--- src/rtl/throttle_pkg.sv ---
// Shared types and helpers for the core clock throttle.
// Assumes rate codes are three bits wide and the largest ratio is 2**10.
package throttle_pkg;

    localparam int MAX_SHIFT = 10;

    typedef struct packed {
        logic       burst;
        logic [2:0] code;
    } speed_t;

    // Map a rate code to log2 of its division ratio.
    function automatic logic [3:0] code_shift(input logic [2:0] code);
        logic [3:0] sh;
        case (code)
            3'd1:    sh = 4'd2;
            3'd2:    sh = 4'd3;
            3'd3:    sh = 4'd4;
            3'd4:    sh = 4'd6;
            3'd5:    sh = 4'd7;
            3'd6:    sh = 4'd9;
            3'd7:    sh = 4'd10;
            default: sh = 4'd0;
        endcase
        return sh;
    endfunction

endpackage

--- src/rtl/thr_regs.sv ---
// Register file of the throttle: the speed register and the interrupt enables.
// An enabled interrupt clears the speed register and outranks a write in the
// same cycle. Assumes N_IRQ is 8 or less.
module thr_regs
    import throttle_pkg::*;
#(
    parameter int N_IRQ = 4
) (
    input  logic             clk,
    input  logic             rst_n,
    input  logic             reg_wr,
    input  logic             reg_addr,
    input  logic [7:0]       reg_wdata,
    input  logic [N_IRQ-1:0] irq,
    output speed_t           speed,
    output logic [7:0]       reg_rdata,
    output logic             exit_req
);

    localparam int PAD_W = 8 - N_IRQ;

    speed_t           speed_q;
    logic [N_IRQ-1:0] ien_q;

    assign exit_req = |(irq & ien_q);
    assign speed    = speed_q;

    // Speed register: interrupt exit clears it, otherwise a write loads it.
    always_ff @(posedge clk) begin
        if (!rst_n)
            speed_q <= '0;
        else if (exit_req)
            speed_q <= '0;
        else if (reg_wr && !reg_addr)
            speed_q <= speed_t'(reg_wdata[3:0]);
    end

    // Interrupt enable register: plain load on write.
    always_ff @(posedge clk) begin
        if (!rst_n)
            ien_q <= '0;
        else if (reg_wr && reg_addr)
            ien_q <= reg_wdata[N_IRQ-1:0];
    end

    // Read mux: unused bits read as zero.
    always_comb begin
        if (reg_addr)
            reg_rdata = {{PAD_W{1'b0}}, ien_q};
        else
            reg_rdata = {4'b0000, speed_q};
    end

    p_exit_clear_r7: assert property (@(posedge clk) disable iff (!rst_n)
        exit_req |=> (speed_q == '0));

    p_masked_keep_r8: assert property (@(posedge clk) disable iff (!rst_n)
        (!exit_req && !(reg_wr && !reg_addr)) |=> $stable(speed_q));

endmodule

--- src/rtl/thr_pacer.sv ---
// Clock enable pacer: a divided period counter for plain mode, plus a run and
// idle counter for burst mode. The speed setting is taken only at instruction
// boundaries. Assumes instr_done means something only while core_ce is high.
module thr_pacer
    import throttle_pkg::*;
#(
    parameter int RUN_W = 6
) (
    input  logic   clk,
    input  logic   rst_n,
    input  speed_t speed,
    input  logic   exit_req,
    input  logic   instr_done,
    output logic   core_ce,
    output logic   mem_standby
);

    localparam int IDLE_W = RUN_W + MAX_SHIFT + 1;

    logic [3:0]           sh_q;
    logic                 burst_q;
    logic [MAX_SHIFT-1:0] div_q;
    logic [RUN_W-1:0]     run_q;
    logic [IDLE_W-1:0]    idle_q;

    logic [MAX_SHIFT:0]   ratio;
    logic [MAX_SHIFT:0]   lim_w;
    logic [MAX_SHIFT-1:0] div_lim;
    logic [IDLE_W-1:0]    n_ext;
    logic [IDLE_W-1:0]    idle_load;
    logic                 boundary;
    logic                 idling;

    // Ratio and the last count of the current period.
    always_comb begin
        ratio   = (MAX_SHIFT+1)'(1) << sh_q;
        lim_w   = ratio - (MAX_SHIFT+1)'(1);
        div_lim = lim_w[MAX_SHIFT-1:0];
    end

    // Burst idle length: n*(D-1), where n is the number of cycles just run.
    always_comb begin
        n_ext     = IDLE_W'(run_q) + IDLE_W'(1);
        idle_load = (n_ext << sh_q) - n_ext;
    end

    assign idling      = (idle_q != '0);
    assign boundary    = instr_done && core_ce;
    assign mem_standby = idling;

    // Enable decode: held off while idle, free-running in full or burst mode.
    always_comb begin
        if (idling)
            core_ce = 1'b0;
        else if (burst_q || sh_q == 4'd0)
            core_ce = 1'b1;
        else
            core_ce = (div_q == div_lim);
    end

    // Active setting: loaded at boundaries, cleared on interrupt exit.
    always_ff @(posedge clk) begin
        if (!rst_n || exit_req) begin
            sh_q    <= '0;
            burst_q <= 1'b0;
        end else if (boundary) begin
            sh_q    <= code_shift(speed.code);
            burst_q <= speed.burst;
        end
    end

    // Period, run and idle counters.
    always_ff @(posedge clk) begin
        if (!rst_n || exit_req) begin
            div_q  <= '0;
            run_q  <= '0;
            idle_q <= '0;
        end else if (boundary) begin
            div_q  <= '0;
            run_q  <= '0;
            idle_q <= burst_q ? idle_load : '0;
        end else if (idling) begin
            idle_q <= idle_q - IDLE_W'(1);
        end else begin
            div_q <= (div_q == div_lim) ? '0 : div_q + MAX_SHIFT'(1);
            if (core_ce && run_q != '1)
                run_q <= run_q + RUN_W'(1);
        end
    end

    p_standby_gate_r6: assert property (@(posedge clk) disable iff (!rst_n)
        mem_standby |-> !core_ce);

    p_exit_full_r7: assert property (@(posedge clk) disable iff (!rst_n)
        exit_req |=> (core_ce && !mem_standby));

    p_idle_count_r5: assert property (@(posedge clk) disable iff (!rst_n)
        (idling && !exit_req) |=> (idle_q == $past(idle_q) - IDLE_W'(1)));

    p_apply_boundary_r4: assert property (@(posedge clk) disable iff (!rst_n)
        (!boundary && !exit_req) |=> ($stable(sh_q) && $stable(burst_q)));

    p_full_speed_r3: assert property (@(posedge clk) disable iff (!rst_n)
        (sh_q == 4'd0 && !idling) |-> core_ce);

endmodule

--- src/rtl/cpu_clk_throttle.sv ---
// Top of the core clock throttle: register file plus pacer.
// Assumes the core is clocked by clk qualified with core_ce, and that the
// memory strobes are forced inactive while mem_standby is high.
module cpu_clk_throttle
    import throttle_pkg::*;
#(
    parameter int N_IRQ = 4,
    parameter int RUN_W = 6
) (
    input  logic             clk,
    input  logic             rst_n,
    input  logic             reg_wr,
    input  logic             reg_addr,
    input  logic [7:0]       reg_wdata,
    output logic [7:0]       reg_rdata,
    input  logic [N_IRQ-1:0] irq,
    input  logic             instr_done,
    output logic             core_ce,
    output logic             mem_standby
);

    speed_t speed;
    logic   exit_req;

    thr_regs #(.N_IRQ(N_IRQ)) u_regs (
        .clk       (clk),
        .rst_n     (rst_n),
        .reg_wr    (reg_wr),
        .reg_addr  (reg_addr),
        .reg_wdata (reg_wdata),
        .irq       (irq),
        .speed     (speed),
        .reg_rdata (reg_rdata),
        .exit_req  (exit_req)
    );

    thr_pacer #(.RUN_W(RUN_W)) u_pacer (
        .clk         (clk),
        .rst_n       (rst_n),
        .speed       (speed),
        .exit_req    (exit_req),
        .instr_done  (instr_done),
        .core_ce     (core_ce),
        .mem_standby (mem_standby)
    );

endmodule

--- config.mk ---
export PLATFORM = sky130hd
export DESIGN_NAME = cpu_clk_throttle
export DESIGN_NICKNAME = d
export VERILOG_FILES = /design/src/rtl/throttle_pkg.sv /design/src/rtl/thr_regs.sv /design/src/rtl/thr_pacer.sv /design/src/rtl/cpu_clk_throttle.sv
export SDC_FILE = /design/constraint.sdc
export NUM_CORES = 1
export LEC_CHECK = 0
export BUFFER_PORTS_ARGS = -buffer_cell sky130_fd_sc_hd__buf_2
export CORE_MARGIN = 2
export CORE_UTILIZATION = 30
export DETAILED_ROUTE_END_ITERATION = 8
export GPL_TIMING_DRIVEN = 0
export PLACE_DENSITY = 0.49
export SLEW_MARGIN = 10
export SYNTH_ARGS = -nofsm -noshare
export SYNTH_HDL_FRONTEND = slang
export SYNTH_SLANG_ARGS = --single-unit
--- constraint.sdc ---
create_clock -name clk -period 5.05 [get_ports clk]
set_input_delay 0.2525 -clock clk [delete_from_list [all_inputs] [get_ports clk]]
set_output_delay 0.2525 -clock clk [all_outputs]
set_load 0.1 [all_outputs]
# ---- After elaboration in Yosys (flattened, before gate mapping)
# Index checks and enable logic that the tools add are counted.
dict set report totals {
  reg_bits 46
  out_inout_bits 10
  elab_cells 51
}
dict set report classes {
  n_addsub 6
  n_eq_ne 9
  shift 2
  mux 8
  bitwise 3
  n_reduce_logical 15
}
# cell count
set op_table {}
lappend op_table {{two-way mux 17 bit} 3}
lappend op_table {{one-hot mux 4 bit (7 select lines)} 1}
lappend op_table {{nonzero test 17 bit} 1}
lappend op_table {{left shift 17 x 4 -> 17 bit} 1}
lappend op_table {{subtractor 17 x 1 -> 17 bit, second input constant} 1}
lappend op_table {{subtractor 17 bit} 1}
lappend op_table {{== test 3 bit, second input constant} 4}
lappend op_table {{adder 10 x 1 -> 10 bit, second input constant} 1}
lappend op_table {{== test 10 bit} 1}
lappend op_table {{two-way mux 10 bit} 1}
lappend op_table {{left shift 1 x 4 -> 10 bit, first input constant} 1}
lappend op_table {{subtractor 10 x 1 -> 10 bit, second input constant} 1}
lappend op_table {{adder 6 x 1 -> 7 bit, second input constant} 1}
lappend op_table {{adder 6 x 1 -> 6 bit, second input constant} 1}
lappend op_table {{== test 3 x 2 -> 1 bit, second input constant} 2}
lappend op_table {{!= test 6 bit, second input constant} 1}
lappend op_table {{OR reduction 5 bit} 1}
lappend op_table {{AND 4 bit} 1}
lappend op_table {{logical AND 1 bit} 4}
lappend op_table {{zero test 4 bit} 1}
lappend op_table {{two-way mux 4 bit} 1}
lappend op_table {{OR reduction 4 bit} 1}
lappend op_table {{== test 3 x 1 -> 1 bit, second input constant} 1}
lappend op_table {{zero test 1 bit} 2}
lappend op_table {{6 further kinds} 9}

# ---- Depth between registers and ports, before layout
# Gate-level depths: netlist of run 1.
dict set report logic_depth {
  ltp_word 7
  mapped_depth 17
  depth_no_buf 15
}

# ---- Hierarchy
# A second synthesis of run 1 with hierarchy kept.
dict set report unflattened {
  cells_unflattened 478
  hier_area_um2 3590.9
}
# module instances cells_each area_per_inst_um2 seq_area_each_um2
set by_module_without_submodules {}
lappend by_module_without_submodules {thr_pacer 1 429 3188.1 760.7}
lappend by_module_without_submodules {thr_regs 1 49 402.9 160.2}

# ---- Least setup slack after synthesis of run 1
# OpenSTA, ideal clock, no wires.
dict set report synth_path {
  kind {reg-to-reg}
  start {reg u_pacer.idle_q[8]}
  end {reg u_pacer.run_q[4]}
  setup_time_ns 0.080
  arrival_ns 4.232
  path_slack_ns 0.738
  stages_incl_launch_ff 8
  n_path_buf 0
  period_less_slack_ns 4.312
  path_cell_list {dfxtp_1 > or4_1 > nor3_2 > nor3b_2 > nand3b_1 > nor2b_1 > a41oi_1 > nor3_1}
}
dict set report synth_between {
  elab_chain_cells 4
}
# element line
set synth_rtl {}
lappend synth_rtl {{start, declared} thr_pacer.sv:24} ;# logic [IDLE_W-1:0] idle_q;
lappend synth_rtl {{start signal, assigned} thr_pacer.sv:81} ;# idle_q <= burst_q ? idle_load : '0;
lappend synth_rtl {{start signal, assigned} thr_pacer.sv:83} ;# idle_q <= idle_q - IDLE_W'(1);
lappend synth_rtl {{nonzero test 17 bit *} thr_pacer.sv:47} ;# assign idling = (idle_q != '0);
lappend synth_rtl {{named net mem_standby} cpu_clk_throttle.sv:19} ;# output logic mem_standby
lappend synth_rtl {{two-way mux 1 bit *} thr_pacer.sv:53} ;# if (idling)
lappend synth_rtl {{named net core_ce} cpu_clk_throttle.sv:18} ;# output logic core_ce,
lappend synth_rtl {{logical AND 1 bit, on equally long branches} {thr_pacer.sv:86, thr_pacer.sv:48}}
lappend synth_rtl {{AND reduction 2 bit (no line) / OR reduction 2 bit (equally long branches)} -}
lappend synth_rtl {{end signal, assigned} thr_pacer.sv:87} ;# run_q <= run_q + RUN_W'(1);
lappend synth_rtl {{end, declared} thr_pacer.sv:23} ;# logic [RUN_W-1:0] run_q;
# The timed path passes the listed nets; every way through them passes the cells marked *.
# A chain may end at the register's enable or synchronous reset.

# ---- Worst setup path in the final report of run 1
dict set report layout_path {
  start {reg u_pacer.run_q[1]}
  end {reg u_pacer.idle_q[15]}
}
dict set report layout_between {
  elab_chain_cells 5
}
# element line
set layout_rtl {}
lappend layout_rtl {{adder 6 x 1 -> 7 bit *} thr_pacer.sv:43} ;# n_ext = IDLE_W'(run_q) + IDLE_W'(1);
lappend layout_rtl {{left shift 17 x 4 -> 17 bit} thr_pacer.sv:44} ;# idle_load = (n_ext << sh_q) - n_ext;
lappend layout_rtl {{subtractor 17 bit *} thr_pacer.sv:44}
lappend layout_rtl {{two-way mux 17 bit *} thr_pacer.sv:81}
lappend layout_rtl {{two-way mux 17 bit *} thr_pacer.sv:78} ;# end else if (boundary) begin
# Every way passes the cells marked *; elsewhere a longest branch is shown, timed or not.

==> out/metrics.cfg, run 1 <==
[finish]
multi_input_area_um2=2820
fillers=1421
area_delta_synth_final_pct=12.02
antenna_cells=0
layout-drive-gt1-share=0.1929
fin_area_um2=4523
nets=562
seq_area_um2=920.9

[cts]
insertion_delay_ns=0.30
cts_tree=yes
ctsResizeCount=0
cts.sinks=46
cts_setup_buffers=0
numCtsBuffers=5
cts_root_buf=clkbuf_16
postCtsHoldBufs=0
clk_pin_slew_ns=0.07
htree_levels=2
clk_path_buf_depth=2

[sta]
setup_tns_ns=0
setup_viol=0
hold_viol_final=0
slew_violations=0
clock_skew_ns=0.007147
min_period_ns=4.179
tightest_slew_ns=0.8276
period_share=0.8274
fmax_mhz=239.3
rsz0062_at_grt=no
maxSlewHeadroom=0.4340

[worst_setup_path]
reg2reg_to=u_pacer.idle_q[15]
rrSetupSlack_ns=0.87
crit_path_end=u_pacer.idle_q[15]
critPathKind=reg -> reg
critical_path_arrival_ns=4.37
max_stage_delay_ns=0.66
regToRegStartpoint=u_pacer.run_q[1]
crit_start=u_pacer.run_q[1]
start_kind=flop
cp_cell_sequence=ha_1 > buf_2 > xor2_1 > o21a_1 > a21oi_1 > nor2_1 > nor3_1 > nor2_1 > ha_1 > inv_1 > a2111oi_0 > nor3_2 > and2_1 > and4b_1 > a211o_1
cp_slowest_cell=a2111oi_0
reg2reg_depth=15
worst_setup_path_end_kind=flop
required_ns=5.24
critPathMaxFanout=10

[synth]
synth.area.top_cells=dfxtp_1 (23%), xnor2_1 (6.1%), nor2_1 (4.6%)
netlist_instances=506
yosys_warnings=0
postSynthAreaPerCell_um2=7.979
synth_seq_area_share=0.2281
synth_top_area_cell=dfxtp_1
synth_top_area_share=0.2281
synthArstFlopShare=0
syn-cell-area_um2=4038
synth.distinct_cells=85
synth_ff_type=dfxtp_1
synth-edff-count=0
synth-seq-cells=46

[grt]
grt_overflow_total=0
antenna_found_initial=0
grt_max_degree=16
grt_pass1_vias=3587
grt_first_pass_wirelength_mm=18.29
grt_usage=0.1585

[placement]
dpl-instance-area_um2=4354
globalplace.congestion=0.8334
dp_hpwl_mm=8.511
port_buffers=17

[run]
maxCapViolCount=0

[die]
initial_utilization=0.3061
die_area_um2=14400
dieWidth_um=120.0
core-area_um2=13190
rows=42
ios=27
die_height_um=120.0

[pwr]
powerDensity_nw_per_um2=580.4
irDropWorstVdd_v=0.0001971
p_leak_nw=1.662

[drt]
dr.pass1.iters=5
ant_nets=0
viasPerCell=5.235
via_count=3717
routed_wl_mm=11.10
detail_route.iter0.violations=169
post-route-drc-count=0
post_drt_wl_per_cell_um=15.63

[status]
outcome=finished clean

[worst_hold_path]
hp-class=in -> reg
hold_depth=3

[logic make-up (layout without fill, tap and decap cells)]
group	Yosys count	in the layout	share of synthesized area
muxes	14	14	0.03595
xor gates and xnor gates	44	44	0.09544
adders and majority gates	12	12	0.03905
buffers and inverters	53	78	0.07623
AOI/OAI and AO/OA	106	106	0.1959
and+or+nand+nor	230	230	0.3285
DFF	46	46	0.2281
other	1	4	0.0009288
[critical path, delay by kind of cell, from the launching register on]
kind,cells,cell delay (ns)
XOR/XNOR,1,0.12
flip-flops,1,0.48
AO/OA/AOI/OAI,4,1.42
adder cells (fa/ha/maj),2,0.59
AND/OR/NAND/NOR,6,1.18
buffers and inverters,2,0.29
[state kept, by name (all words and copies together) (netlist names)]
name and count:
u_pacer.idle_q 17, u_pacer.div_q 10, u_pacer.run_q 6, u_pacer.sh_q 4, u_regs.ien_q 4, u_regs.speed 4
u_pacer.burst_q 1
[area by class of cell]
class / count / share of cell area
multi-input combinational: 410 / 0.6235
sequential: 46 / 0.2036
buffer: 33 / 0.05145
tap: 176 / 0.04869
clock buffer: 5 / 0.02766
timing repair buffer: 17 / 0.01881
inverter: 20 / 0.01660
clock inverter: 3 / 0.009682
[synthesized netlist by cell type, drive strengths merged (10+ instances only)]
| cell | count |
|---|---|
| a21oi | 21 |
| buf | 27 |
| dfxtp | 46 |
| ha | 11 |
| inv | 20 |
| mux2i | 10 |
| nand2 | 47 |
| nand3 | 18 |
| nand4 | 12 |
| nor2 | 59 |
| nor2b | 13 |
| nor3 | 26 |
| o21ai | 17 |
| xnor2 | 28 |
| xor2 | 16 |
[through the flow]
stage / power, W / hold slack (ns) / util / setup slack [ns] / instances
global route: 0.002854 / 0.2148 / 0.3429 / 0.4590 / 710
detailed placement: 0.002245 / 0.4662 / 0.3301 / 0.9501 / 702
floorplan: 0.001888 / 0.3997 / - / 0.7380 / 509
finish: 0.002625 / 0.2110 / 0.3429 / 0.8714 / 710
CTS: 0.002649 / 0.2131 / 0.3429 / 0.9269 / 710
global placement: 0.002234 / 0.4594 / 0.3301 / 1.005 / 702
[worst min path at each step]
stage | from | endpoint | slack [ns]
5_1_grt | reg_wdata[0] | u_regs.speed[0] | 0.21
3_3_place_gp | u_pacer.idle_q[16] | u_pacer.idle_q[16] | 0.46
6_report | reg_wdata[0] | u_regs.speed[0] | 0.21
4_1_cts | reg_wdata[0] | u_regs.speed[0] | 0.21
3_5_place_dp | u_pacer.idle_q[16] | u_pacer.idle_q[16] | 0.47
2_1_floorplan | reg_wdata[0] | u_regs.speed[0] | 0.40
[where the power goes]
part           switching [W]  internal (W)  total, W  leakage (nW)
logic                0.00103      0.000679   0.00171          1.20
registers          0.0000770      0.000438  0.000515         0.374
clock network       0.000162      0.000235  0.000397        0.0842
total                0.00127       0.00135   0.00263          1.66
[routing by layer]
metal  part of all wire  vias up  track usage
li1                   -     1861            -
met1               0.50     1789       0.2186
met2               0.46       58       0.2614
met3              0.031        9      0.02281
met4              0.011        0      0.03456
met5                  0        -            0
[layout by cell type (no fill, tap or decap), types with 4 or more instances in the layout]
cell and count:
nor2_1 49, nand2_1 46, dfxtp_1 46, xnor2_1 28
buf_2 26, nor3_1 22, inv_1 18, a21oi_1 18
nand3_1 16, xor2_1 16, nor2b_1 13, o21ai_0 13
buf_4 11, nand4_1 11, ha_1 11, mux2i_1 10
nor2_2 10, nand2b_1 8, a31oi_1 8, a211oi_1 8
or3_1 7, buf_6 6, clkbuf_1 6, a22oi_1 5
a21boi_0 5, clkbuf_16 5, nor3_2 4, nand3b_1 4
and3_1 4, o21ai_1 4, a311oi_1 4, mux2_2 4
conb_1 4
Note: power is estimated with default switching activity, not from simulation.
==> run 2, diff against run 1 <==
Settings changed: PLACE_DENSITY 0.49 to 0.51.
Clock period 5.05 ns to 3.8 ns, I/O delays scaled along.
==> out/metrics.cfg, run 2 (synthesis gave the netlist of run 1 again) <==
[cts]
htree_levels=2  ; unchanged
insertion_delay_ns=0.30  ; about the same
cts_root_buf=clkbuf_16
clk_path_buf_depth=2  ; unchanged
cts.sinks=46  ; unchanged
cts_tree=yes
postCtsHoldBufs=0  ; unchanged
clk_pin_slew_ns=0.07  ; about the same
numCtsBuffers=5  ; unchanged

[drt]
dr.pass1.iters=4  ; -1
ant_nets=0  ; unchanged
routed_wl_mm=11.32  ; +2.0%
post-route-drc-count=0  ; unchanged
viasPerCell=5.227  ; -0.15%
detail_route.iter0.violations=197  ; +17%
via_count=3727  ; +0.27%
post_drt_wl_per_cell_um=15.87  ; +1.6%

[grt]
antenna_found_initial=0  ; unchanged
grt_max_degree=17  ; +1
grt_first_pass_wirelength_mm=19.04  ; +4.2%
grt_overflow_total=0  ; unchanged
grt_usage=0.1644  ; +0.005882
grt_pass1_vias=3681  ; +2.6%

[placement]
dp_hpwl_mm=8.665  ; +1.8%
dpl-instance-area_um2=4357  ; about the same
dp.cells=702  ; unchanged
globalplace.congestion=0.8556  ; +2.7%
port_buffers=17  ; unchanged

[sta]
tightest_slew_ns=0.5563  ; -0.2713 ns
holdWs_ns=0.1472  ; -0.06375 ns
period_share=0.9449
clock_skew_ns=0.003596  ; -0.003551 ns
setup_viol=0  ; unchanged
hold_viol_final=0  ; unchanged
rsz0062_at_grt=no
slew_violations=0  ; unchanged
maxSlewHeadroom=0.6196  ; +0.1856
min_period_ns=3.591
fmax_mhz=278.5

[worst_setup_path]
reg2reg_depth=15  ; unchanged
required_ns=3.61  ; -1.63 ns
critPathMaxFanout=10  ; unchanged
start_kind=flop
worst_setup_path_end_kind=output port
critical_path_arrival_ns=3.40  ; -0.97 ns
critPathKind=reg -> out

[finish]
top_register=u_pacer.idle_q
layout-drive-gt1-share=0.2142  ; +0.02127
top_regs=u_pacer.idle_q x17, u_pacer.div_q x10, u_pacer.run_q x6
final_cell_mix=nor2_1 (49), nand2_1 (46), dfxtp_1 (45)
antenna_cells=0  ; unchanged
area_delta_synth_final_pct=13.23
final_cells=713  ; +0.42%
final_common_cell=nor2_1
utilization=0.3466  ; +0.003700
nets=565  ; +0.53%
largest_reg_flops=17  ; unchanged
fin_area_um2=4572  ; +1.1%
fillers=1429  ; +0.56%

[pwr]
p_int_w=0.001815  ; +34%
switching_power_w=0.001711  ; +34%
sw_frac_of_total=0.4852  ; about the same
clock_power_share=0.133  ; -0.018
irDropWorstVdd_v=0.0003447  ; +75%
p_comb_frac=0.673  ; +0.020
p_leak_nw=1.659  ; -0.20%
powerDensity_nw_per_um2=771.1  ; +33%
pwr-share-seq=0.195  ; about the same

[die]
core-area_um2=13190  ; unchanged
die_height_um=120.0  ; unchanged
rows=42  ; unchanged
dieWidth_um=120.0  ; unchanged
die_area_um2=14400  ; unchanged
initial_utilization=0.3061  ; unchanged
ios=27  ; unchanged

[run]
maxCapViolCount=0  ; unchanged

[worst_hold_path]
hp-class=in -> reg
hold_depth=3  ; unchanged

[status]
outcome=finished clean

## run 2: final timing paths
kind,start,slack [ns],to
min reg2reg,u_regs.ien_q[3],0.48,u_regs.ien_q[3]
max reg2reg,u_pacer.sh_q[1],0.27,u_pacer.div_q[3]
min,reg_wdata[1],0.15,u_regs.speed[1]
max,u_pacer.sh_q[1],0.21,core_ce
## run 2: critical path, cell delays in order, from the launching register on
cell and delay (ns):
dfxtp_1 0.39, buf_6 0.18, buf_6 0.14, buf_2 0.20
or3_1 0.36, ha_1 0.29, xnor2_1 0.13, a311oi_1 0.25
o2111ai_1 0.25, o31ai_4 0.35, nor2b_2 0.24, buf_4 0.32
## run 2: routing by layer
metal	track usage	up-vias	part of all wire
li1	-	1873	-
met1	0.2192	1787	0.47
met2	0.2727	59	0.48
met3	0.02852	8	0.044
met4	0.04412	0	0.012
met5	0	-	0
## run 2: power groups by stage
stage	Combinational [W]	Clock [W]	Sequential [W]
after global routing	0.00263	0.000497	0.000703
final	0.00237	0.000467	0.000686
after global placement	0.00228	0	0.000690
after CTS	0.00233	0.000483	0.000686
after floorplan	0.00184	0	0.000671
after detailed placement	0.00229	0	0.000696
## run 2: cell type report
type | count | area, um2 | area share
Buffer | 32 | 231.5 | 0.05063
Inverter | 20 | 75.07 | 0.01642
Tap cell | 176 | 220.2 | 0.04817
Sequential cell | 46 | 922.1 | 0.2017
Clock inverter | 3 | 23.77 | 0.005200
Clock buffer | 5 | 125.1 | 0.02737
Timing Repair Buffer | 21 | 117.6 | 0.02573
Multi-Input combinational cell | 410 | 2856 | 0.6248
## run 2: per-stage QoR
step	power, W	setup WS, ns	TNS (ns)
3_5_place_dp	0.002981	-0.2819	-0.6242
6_report	0.003525	0.2094	0
2_1_floorplan	0.002513	0.06657	0
4_1_cts	0.003501	0.01161	0
5_1_grt	0.003833	0.01602	0
3_3_place_gp	0.002966	-0.2724	-0.5750
## run 2: what timing repair did
item / in CTS / in global routing
pin swaps: 0 / 3
gates resized for setup: 4 / 7
buffers inserted: 0 / 4
setup endpoints to repair: 9 / 26
hold endpoints to repair: 0 / 0
